**config.mk**
```make
export PLATFORM = sky130hd
export DESIGN_NAME = interval_timer_chan
export DESIGN_NICKNAME = d
export VERILOG_FILES = /design/src/rtl/itc_pkg.sv /design/src/rtl/itc_ctrl.sv /design/src/rtl/itc_datapath.sv /design/src/rtl/interval_timer_chan.sv
export SDC_FILE = /design/constraint.sdc
export NUM_CORES = 1
export LEC_CHECK = 0
export ABC_AREA = 0
export BUFFER_PORTS_ARGS = -buffer_cell sky130_fd_sc_hd__buf_2
export CORE_MARGIN = 5
export CORE_UTILIZATION = 59
export DETAILED_ROUTE_END_ITERATION = 6
export PLACE_DENSITY = 0.8
export RECOVER_POWER = 50
export SLEW_MARGIN = 20
export SYNTH_ARGS = -nofsm -noshare
export SYNTH_HDL_FRONTEND = slang
export SYNTH_HIERARCHICAL = 1
export SYNTH_SLANG_ARGS = --single-unit
```
**constraint.sdc**
```tcl
create_clock -name clk -period 3.2 [get_ports clk]
set_input_delay 0 -clock clk [delete_from_list [all_inputs] [get_ports clk]]
set_output_delay 0 -clock clk [all_outputs]
set_load 0.02 [all_outputs]
```
**src/rtl/itc_pkg.sv**
```systemverilog
package itc_pkg;
  localparam int BYTE_W = 8;
  localparam int CNT_W  = 2 * BYTE_W;

  typedef enum logic [2:0] {
    MODE_TC   = 3'd0,
    MODE_RATE = 3'd2,
    MODE_SQW  = 3'd3
  } itc_mode_e;

  // strobes from control to datapath
  typedef struct packed {
    logic loadLo;
    logic loadHi;
    logic snap;
    logic readHold;
    logic readHigh;
  } itc_strobe_t;
endpackage

```
**src/rtl/itc_ctrl.sv**
```systemverilog
module itc_ctrl
  import itc_pkg::*;
#(
  parameter int CHAN_ID = 0
) (
  input  logic              clk,
  input  logic              rstN,
  input  logic              wrCtrl,
  input  logic              wrData,
  input  logic              rdData,
  input  logic [BYTE_W-1:0] wrByte,
  output itc_strobe_t       strb,
  output itc_mode_e         mode,
  output logic              cfgError
);
  localparam logic [1:0] SEL_ME   = 2'(CHAN_ID);
  localparam logic [1:0] SEL_RB   = 2'd3;
  localparam logic [1:0] ACC_LAT  = 2'b00;
  localparam logic [1:0] ACC_WORD = 2'b11;

  logic [1:0] cwSel, cwAcc;
  logic [2:0] cwMode;
  logic       cwBcd;
  logic       mine, badSel, badCfg, isLatch, modeOk;
  logic       wrHigh, rdHigh, latchPend;

  assign cwSel  = wrByte[7:6];
  assign cwAcc  = wrByte[5:4];
  assign cwMode = wrByte[3:1];
  assign cwBcd  = wrByte[0];

  assign mine    = (cwSel == SEL_ME);
  assign badSel  = (cwSel == SEL_RB);
  assign modeOk  = (cwMode == MODE_TC) || (cwMode == MODE_RATE) || (cwMode == MODE_SQW);
  assign isLatch = mine && (cwAcc == ACC_LAT);
  assign badCfg  = mine && (cwAcc != ACC_LAT) &&
                   ((cwAcc != ACC_WORD) || cwBcd || !modeOk);

  always_comb begin
    strb          = '0;
    strb.loadLo   = wrData && !wrHigh;
    strb.loadHi   = wrData && wrHigh;
    strb.snap     = wrCtrl && isLatch && !latchPend;
    strb.readHold = latchPend;
    strb.readHigh = rdHigh;
  end

  always_ff @(posedge clk) begin
    if (!rstN) begin
      mode      <= MODE_TC;
      cfgError  <= 1'b0;
      wrHigh    <= 1'b0;
      rdHigh    <= 1'b0;
      latchPend <= 1'b0;
    end else begin
      if (wrCtrl) begin
        if (badSel || badCfg)
          cfgError <= 1'b1;
        else if (mine && cwAcc == ACC_WORD)
          mode <= itc_mode_e'(cwMode);
      end
      if (wrData)
        wrHigh <= !wrHigh;
      if (strb.snap) begin
        latchPend <= 1'b1;
        rdHigh    <= 1'b0;
      end else if (rdData) begin
        rdHigh <= !rdHigh;
        if (latchPend && rdHigh)
          latchPend <= 1'b0;
      end
    end
  end

  // error flag never clears outside reset
  p_err_sticky_r10: assert property (@(posedge clk) disable iff (!rstN)
    cfgError |=> cfgError);
  // each data write flips the write pointer
  p_wptr_toggle_r3: assert property (@(posedge clk) disable iff (!rstN)
    wrData |=> (wrHigh != $past(wrHigh)));
  // a pending snapshot survives anything but a read
  p_latch_hold_r7: assert property (@(posedge clk) disable iff (!rstN)
    (latchPend && !rdData) |=> latchPend);
endmodule

```
**src/rtl/itc_datapath.sv**
```systemverilog
module itc_datapath
  import itc_pkg::*;
(
  input  logic              clk,
  input  logic              rstN,
  input  logic              tickEn,
  input  logic [BYTE_W-1:0] wrByte,
  input  itc_strobe_t       strb,
  input  itc_mode_e         mode,
  output logic [BYTE_W-1:0] rdByte,
  output logic              timerOut
);
  logic [CNT_W-1:0] count, period, hold, loadVal, srcVal;
  logic             running, expire;

  assign loadVal = {wrByte, count[BYTE_W-1:0]};
  assign expire  = running && tickEn && (count == CNT_W'(1));
  assign srcVal  = strb.readHold ? hold : count;
  assign rdByte  = strb.readHigh ? srcVal[CNT_W-1:BYTE_W] : srcVal[BYTE_W-1:0];

  always_ff @(posedge clk) begin
    if (!rstN) begin
      count    <= '0;
      period   <= '0;
      hold     <= '0;
      running  <= 1'b0;
      timerOut <= 1'b0;
    end else begin
      if (strb.snap)
        hold <= count;
      if (strb.loadLo) begin
        count[BYTE_W-1:0] <= wrByte;
        running  <= 1'b0;
        timerOut <= 1'b0;
      end else if (strb.loadHi) begin
        count   <= loadVal;
        period  <= loadVal;
        running <= (loadVal != '0);
      end else if (expire) begin
        if (mode == MODE_TC) begin
          count    <= '0;
          running  <= 1'b0;
          timerOut <= 1'b1;
        end else begin
          count <= period;
        end
      end else if (running && tickEn) begin
        count <= count - CNT_W'(1);
      end
    end
  end

  // one step down per tick
  p_step_r4: assert property (@(posedge clk) disable iff (!rstN)
    (running && tickEn && !strb.loadLo && !strb.loadHi && count > CNT_W'(1))
    |=> (count == $past(count) - CNT_W'(1)));
  // no tick, no load -> count holds
  p_idle_r4: assert property (@(posedge clk) disable iff (!rstN)
    (!tickEn && !strb.loadLo && !strb.loadHi) |=> $stable(count));
  // low-byte write stops and lowers
  p_lo_stop_r2: assert property (@(posedge clk) disable iff (!rstN)
    strb.loadLo |=> (!running && !timerOut));
  // output only rises at mode-0 terminal count
  p_tc_rise_r5: assert property (@(posedge clk) disable iff (!rstN)
    $rose(timerOut) |-> (mode == MODE_TC && count == '0));
  // periodic modes reload on expiry
  p_reload_r6: assert property (@(posedge clk) disable iff (!rstN)
    (expire && mode != MODE_TC && !strb.loadLo && !strb.loadHi)
    |=> (count == $past(period) && $stable(timerOut)));
endmodule

```
**src/rtl/interval_timer_chan.sv**
```systemverilog
module interval_timer_chan
  import itc_pkg::*;
#(
  parameter int CHAN_ID  = 0,
  parameter int SPKR_BIT = 5
) (
  input  logic       clk,
  input  logic       rstN,
  input  logic       tickEn,
  input  logic       wrCtrl,
  input  logic       wrData,
  input  logic       rdData,
  input  logic [7:0] wrByte,
  output logic [7:0] rdByte,
  output logic       timerOut,
  output logic [7:0] portBStatus,
  output logic       cfgError
);
  itc_strobe_t strb;
  itc_mode_e   mode;

  itc_ctrl #(.CHAN_ID(CHAN_ID)) i_ctrl (
    .clk(clk), .rstN(rstN), .wrCtrl(wrCtrl), .wrData(wrData),
    .rdData(rdData), .wrByte(wrByte), .strb(strb), .mode(mode),
    .cfgError(cfgError)
  );

  itc_datapath i_dp (
    .clk(clk), .rstN(rstN), .tickEn(tickEn), .wrByte(wrByte),
    .strb(strb), .mode(mode), .rdByte(rdByte), .timerOut(timerOut)
  );

  always_comb begin
    portBStatus           = '0;
    portBStatus[SPKR_BIT] = timerOut;
  end
endmodule

```
Word level (Yosys, flattened, before mapping)

Index checks and enable logic that the tools add are counted.

Memories kept: 0
Register bits: 57
Output and inout bits: 18
Latch bits: 0
ROM bits: 0
Memory bits (writable): 0
Input port bits: 14

Reduce and logical (&&, ||, !) cells: 42
Eq/ne operators: 7
$add $sub $neg: 1
Shifts and indexed selects: 0
$mul: 0
Order comparisons: 0
Divide/modulo/power cells: 0
Multiplexer cells: 13
Bitwise logic cells: 4

Operator list:

| kind                    | count |
|---|---|
| $mux W16                | 5 |
| $eq A16 B1 Y1 const B   | 1 |
| $mux W8                 | 2 |
| $reduce_bool A16 Y1     | 1 |
| $sub A16 B1 Y16 const B | 1 |
| $reduce_and A2 Y1       | 6 |
| $logic_and A1 B1 Y1     | 11 |
| $reduce_bool A2 Y1      | 5 |
| $eq A3 B2 Y1 const B    | 2 |
| $logic_not A3 Y1        | 2 |
| $mux W1                 | 6 |
| $reduce_and A3 Y1       | 2 |
| $reduce_bool A3 Y1      | 2 |
| $logic_or A1 B1 Y1      | 5 |
| $eq A2 B2 Y1 const B    | 2 |
| $logic_not A1 Y1        | 4 |
| $logic_not A2 Y1        | 2 |
| $not A1 Y1              | 4 |
| $reduce_or A2 Y1        | 2 |
| $ne A2 B1 Y1 const B    | 1 |
| $ne A2 B2 Y1 const B    | 1 |

Logic depth before layout (Yosys ltp)

Depth after elaboration: 9
Depth in mapped cells: 8

Cells and area by module

Netlist, hierarchy kept.

By module, submodules not included:

| module              | cells each | times used | area an instance (um^2) |
|---|---|---|---|
| itc_datapath        | 308        | 1          | 2656.3 |
| itc_ctrl            | 37         | 1          | 351.6 |
| interval_timer_chan | 9          | 1          | 63.8 |

Least setup slack after synthesis

No wires, ideal clock.

Path kind: flip-flop to flip-flop
Start: register i_dp.count[4]
End: register i_dp.count[8]
Period minus slack after synthesis: 2.190 ns
Setup slack: 1.010 ns
Arrival time: 2.043 ns
Stages on the path, launching flop included: 8
Library setup time: 0.146 ns
Buffers on the path: 2
Cells stage by stage: dfxtp_1 > buf_6 > or3_4 > buf_6 > or4b_4 > or2_4 > a221oi_2 > a2111oi_2

Cells in the longest elaborated chain, start to end: 4

RTL lines:

| what                                                    | line                                   | RTL |
|---|---|---|
| from (decl)                                             | itc_datapath.sv:13                     | `logic [CNT_W-1:0] count, period, hold, loadVal, srcVal;` |
| from (signal, indexed assignment)                       | itc_datapath.sv:32                     | `count[BYTE_W-1:0] <= wrByte;` |
| from (signal assigned)                                  | itc_datapath.sv:36                     | `count <= loadVal;` |
| from (signal assigned)                                  | itc_datapath.sv:45                     | `count <= period;` |
| $sub A16 B1 Y16 / $eq A16 B1 Y1 (equally long branches) | itc_datapath.sv:48, itc_datapath.sv:17 |  |
| $mux W16 / $logic_and A1 B1 Y1 (equally long branches)  | itc_datapath.sv:47, itc_datapath.sv:17 |  |
| $mux W16 / $reduce_bool A3 Y1 (equally long branches)   | --                                     |  |
| $mux W16 / $reduce_and A2 Y1 (equally long branches)    | --                                     |  |

Parallel ways exist; a longest one is shown, timed or not. The select of a mux whose other input is x is not followed.
A chain may end at the register's enable or synchronous reset.

==> metrics.txt <==
outcome=completed; Worst Slack Setup Final=between 600 and 700 ps; Reg area=1141 sq um; Worst Path Required=roughly 3400 ps; crit-path max FO=18; initial core utilization=60.53%; # IOs=32; first-pass GRT wire length=approximately 14,000 microns; Slew @ Worst Pin=1252 ps; initial antenna violation count=0; Hold Path Origin=rstN; via count=2,831; final setup violation count=0; Slew Limit Headroom=roughly 17%; RSZ-0062 raised after global routing=false; dpl ws=approximately 900 ps; clk_skew=just under 9 ps; top cells by count, synth=57 x dfxtp_1, 50 x nand2_1, 32 x nor2_1, 27 x a21oi_1, 22 x clkbuf_1; Startpoint Class=input port; CTS H-tree lvls=3; static leakage=roughly 1.3 nW; routed wire length=between 8000 and 9000 microns; number of buffers created by CTS=9; critical path data arrival time=between 2000 and 3000 ps; antenna cells=0; IO buf count=24; Post-synth EDFFs=0; HPWL after DPL=between 5000 and 6000 microns; WS Path Type=input port to flip-flop; Syn. warnings=6; post-synthesis cell type count=57; vias in the first global route=~2,600; Final Cycle Share=about four fifths; P&R area growth vs syn=12.79%; Clk Latency, worst-skew pair=approximately 350 ps; FILL cells=436; CTS tree=yes; die footprint=about 6700 sq um; Setup TNS=0 ps; Max clock buf depth=2; post-synthesis instance area=3072 sq um; max-slew violation count=0; wire length per cell=about 19 microns; largest net degree at the start of global routing=43; Antenna Nets Post-Route=0; Syn Inst Count=354; CTS resizes=0; Achievable Freq=0.3968 GHz; DRC=0; maximum vdd drop=between 0.3 and 0.4 mV; vias per cell=around 6.2; max-cap viol count=0; Tightest Hold Check Type=input port to flip-flop; Async SR Flop Fraction=0%; Main synth FF type=dfxtp_1; Min Hold Slack=62.99 ps; Congestion Overflow GR=0; count leader, synth=dfxtp_1; minimum clock period=2520 ps; die height=slightly above 80 microns; sequential-to-total area share from yosys stat=between 30% and 40%; pwr dens=524.3 nW/um^2; worst flop-to-flop path startpoint=i_dp/count[8]; all-layer global routing usage=27.57%; core area=5075 sq um; top cells by area, synth=dfxtp_1 37%, nand2_1 6.1%, mux2i_1 5.9%; drt first pass iters=5; FP Rows=26; Final Hold Viols=0; CTS clock-pin slew for the worst setup and hold paths=roughly 70 ps; share of cells above drive strength 1=about 15%; dominant cell type by area after synthesis=dfxtp_1; Worst setup EP type=flip-flop; Tot Pwr=~1.8 mW; Root Buffer=clkbuf_8; footprint of the multi-input gates=approximately 1700 sq um; 1st-iter DRT viols=approximately 290; Layout Nets=a little under 400; routability cong.=0.9614; crit path from=wrByte[7]; Die Wd=82.16 microns; syn avg cell area=about 8.7 sq um; top-area cell type share of the netlist area=about 37%; clk sinks=57; Seq cells post-synth=57
per-stage QoR:
step,util [%],std cells,area (sq um)
after floorplan,-,360,3094
after global placement,62.50,426,3172
after detailed placement,62.50,426,3172
after CTS,69.01,453,3502
after global routing,68.27,453,3465
final,68.27,453,3465
final timing paths:
check                                       to  slack [ps]  cells past startpoint
worst max-delay path             i_dp/hold[12]         680                      7
worst min-delay path            i_ctrl/mode[2]          60                      3
worst max register to register   i_dp/count[9]         900                      6
worst min register to register  i_ctrl/mode[2]         450                      2
cells in the final DEF (no fill, tap or decap), drive strengths merged, types with 3 or more instances in the layout:
cell type    synthesis  routed
a21oi               27      27
a22oi                7       7
a31oi               13      13
and2                 5       5
buf                 15      20
clkbuf              22      24
clkinv               1       4
conb                 1       7
dfxtp               57      57
dlygate4sd3          0      11
inv                  4       4
mux2i               18      18
mux4                 8       8
nand2               50      50
nand2b               3       3
nand3                4       4
nor2                32      32
nor2b                3       3
nor3                 8       8
nor4                 7       7
o21ai                6       6
o221ai               6       6
o22ai                4       4
o31ai                5       5
or2                  5       5
or3                  5       5
or4                  3       3
xnor2                4       4
xor2                 6       6
critical path, stage by stage:
cell and delay (ps):
dlygate4sd3_1 540, clkbuf_1 210, or3b_1 470, nor4_1 190, clkbuf_1 950, mux2i_1 300, nor2_1 60
where the power goes:
group | internal, mW | leakage, nW | switching [mW] | total [mW]
sequential | 0.731 | 0.462 | 0.0385 | 0.769
clock | 0.458 | 0.113 | 0.297 | 0.755
combinational | 0.119 | 0.691 | 0.173 | 0.292
total | 1.31 | 1.27 | 0.508 | 1.82
logic make-up after synthesis:
family	count (synthesis)	share of synthesized area (%)
simple gates	134	22.28
compound gates	82	17.88
flops	57	37.15
buf+inv	42	7.047
mux	26	11.85
xor+xnor	10	2.851
fa+ha+maj	2	0.8145
other cells	1	0.1221
repair_timing:
item                      in CTS  in global routing
hold endpoints to repair      13                  0
buffers inserted               0                  0
hold buffers                  11                  0
cell type report:
class                   instances  share of cell area [%]
flip-flops and latches         57                   32.94
well taps                      70                   2.528
clock buffers                  11                   4.081
clock inverters                 5                   2.275
inverters                       5                  0.5417
repair buffers                 44                   8.053
multi-input cells             261                   49.58
state kept, by name (all words and copies together) (netlist names):
register / count
i_dp/count: 16
i_dp/timerOut: 1
i_ctrl/latchPend: 1
i_dp/running: 1
i_dp/period: 16
i_dp/hold: 16
i_ctrl/wrHigh: 1
i_ctrl/mode: 3
i_ctrl/rdHigh: 1
i_ctrl/cfgError: 1
layer usage:
layer | wire [microns] | share of wire, % | track usage (%)
met1 | 3507 | 41 | 35.44
met2 | 4150 | 49 | 43.62
met3 | 630 | 7.4 | 5.315
met4 | 268 | 3.1 | 15.12
met5 | 0 | 0 | 0
Note: power is estimated with default switching activity, not from simulation.
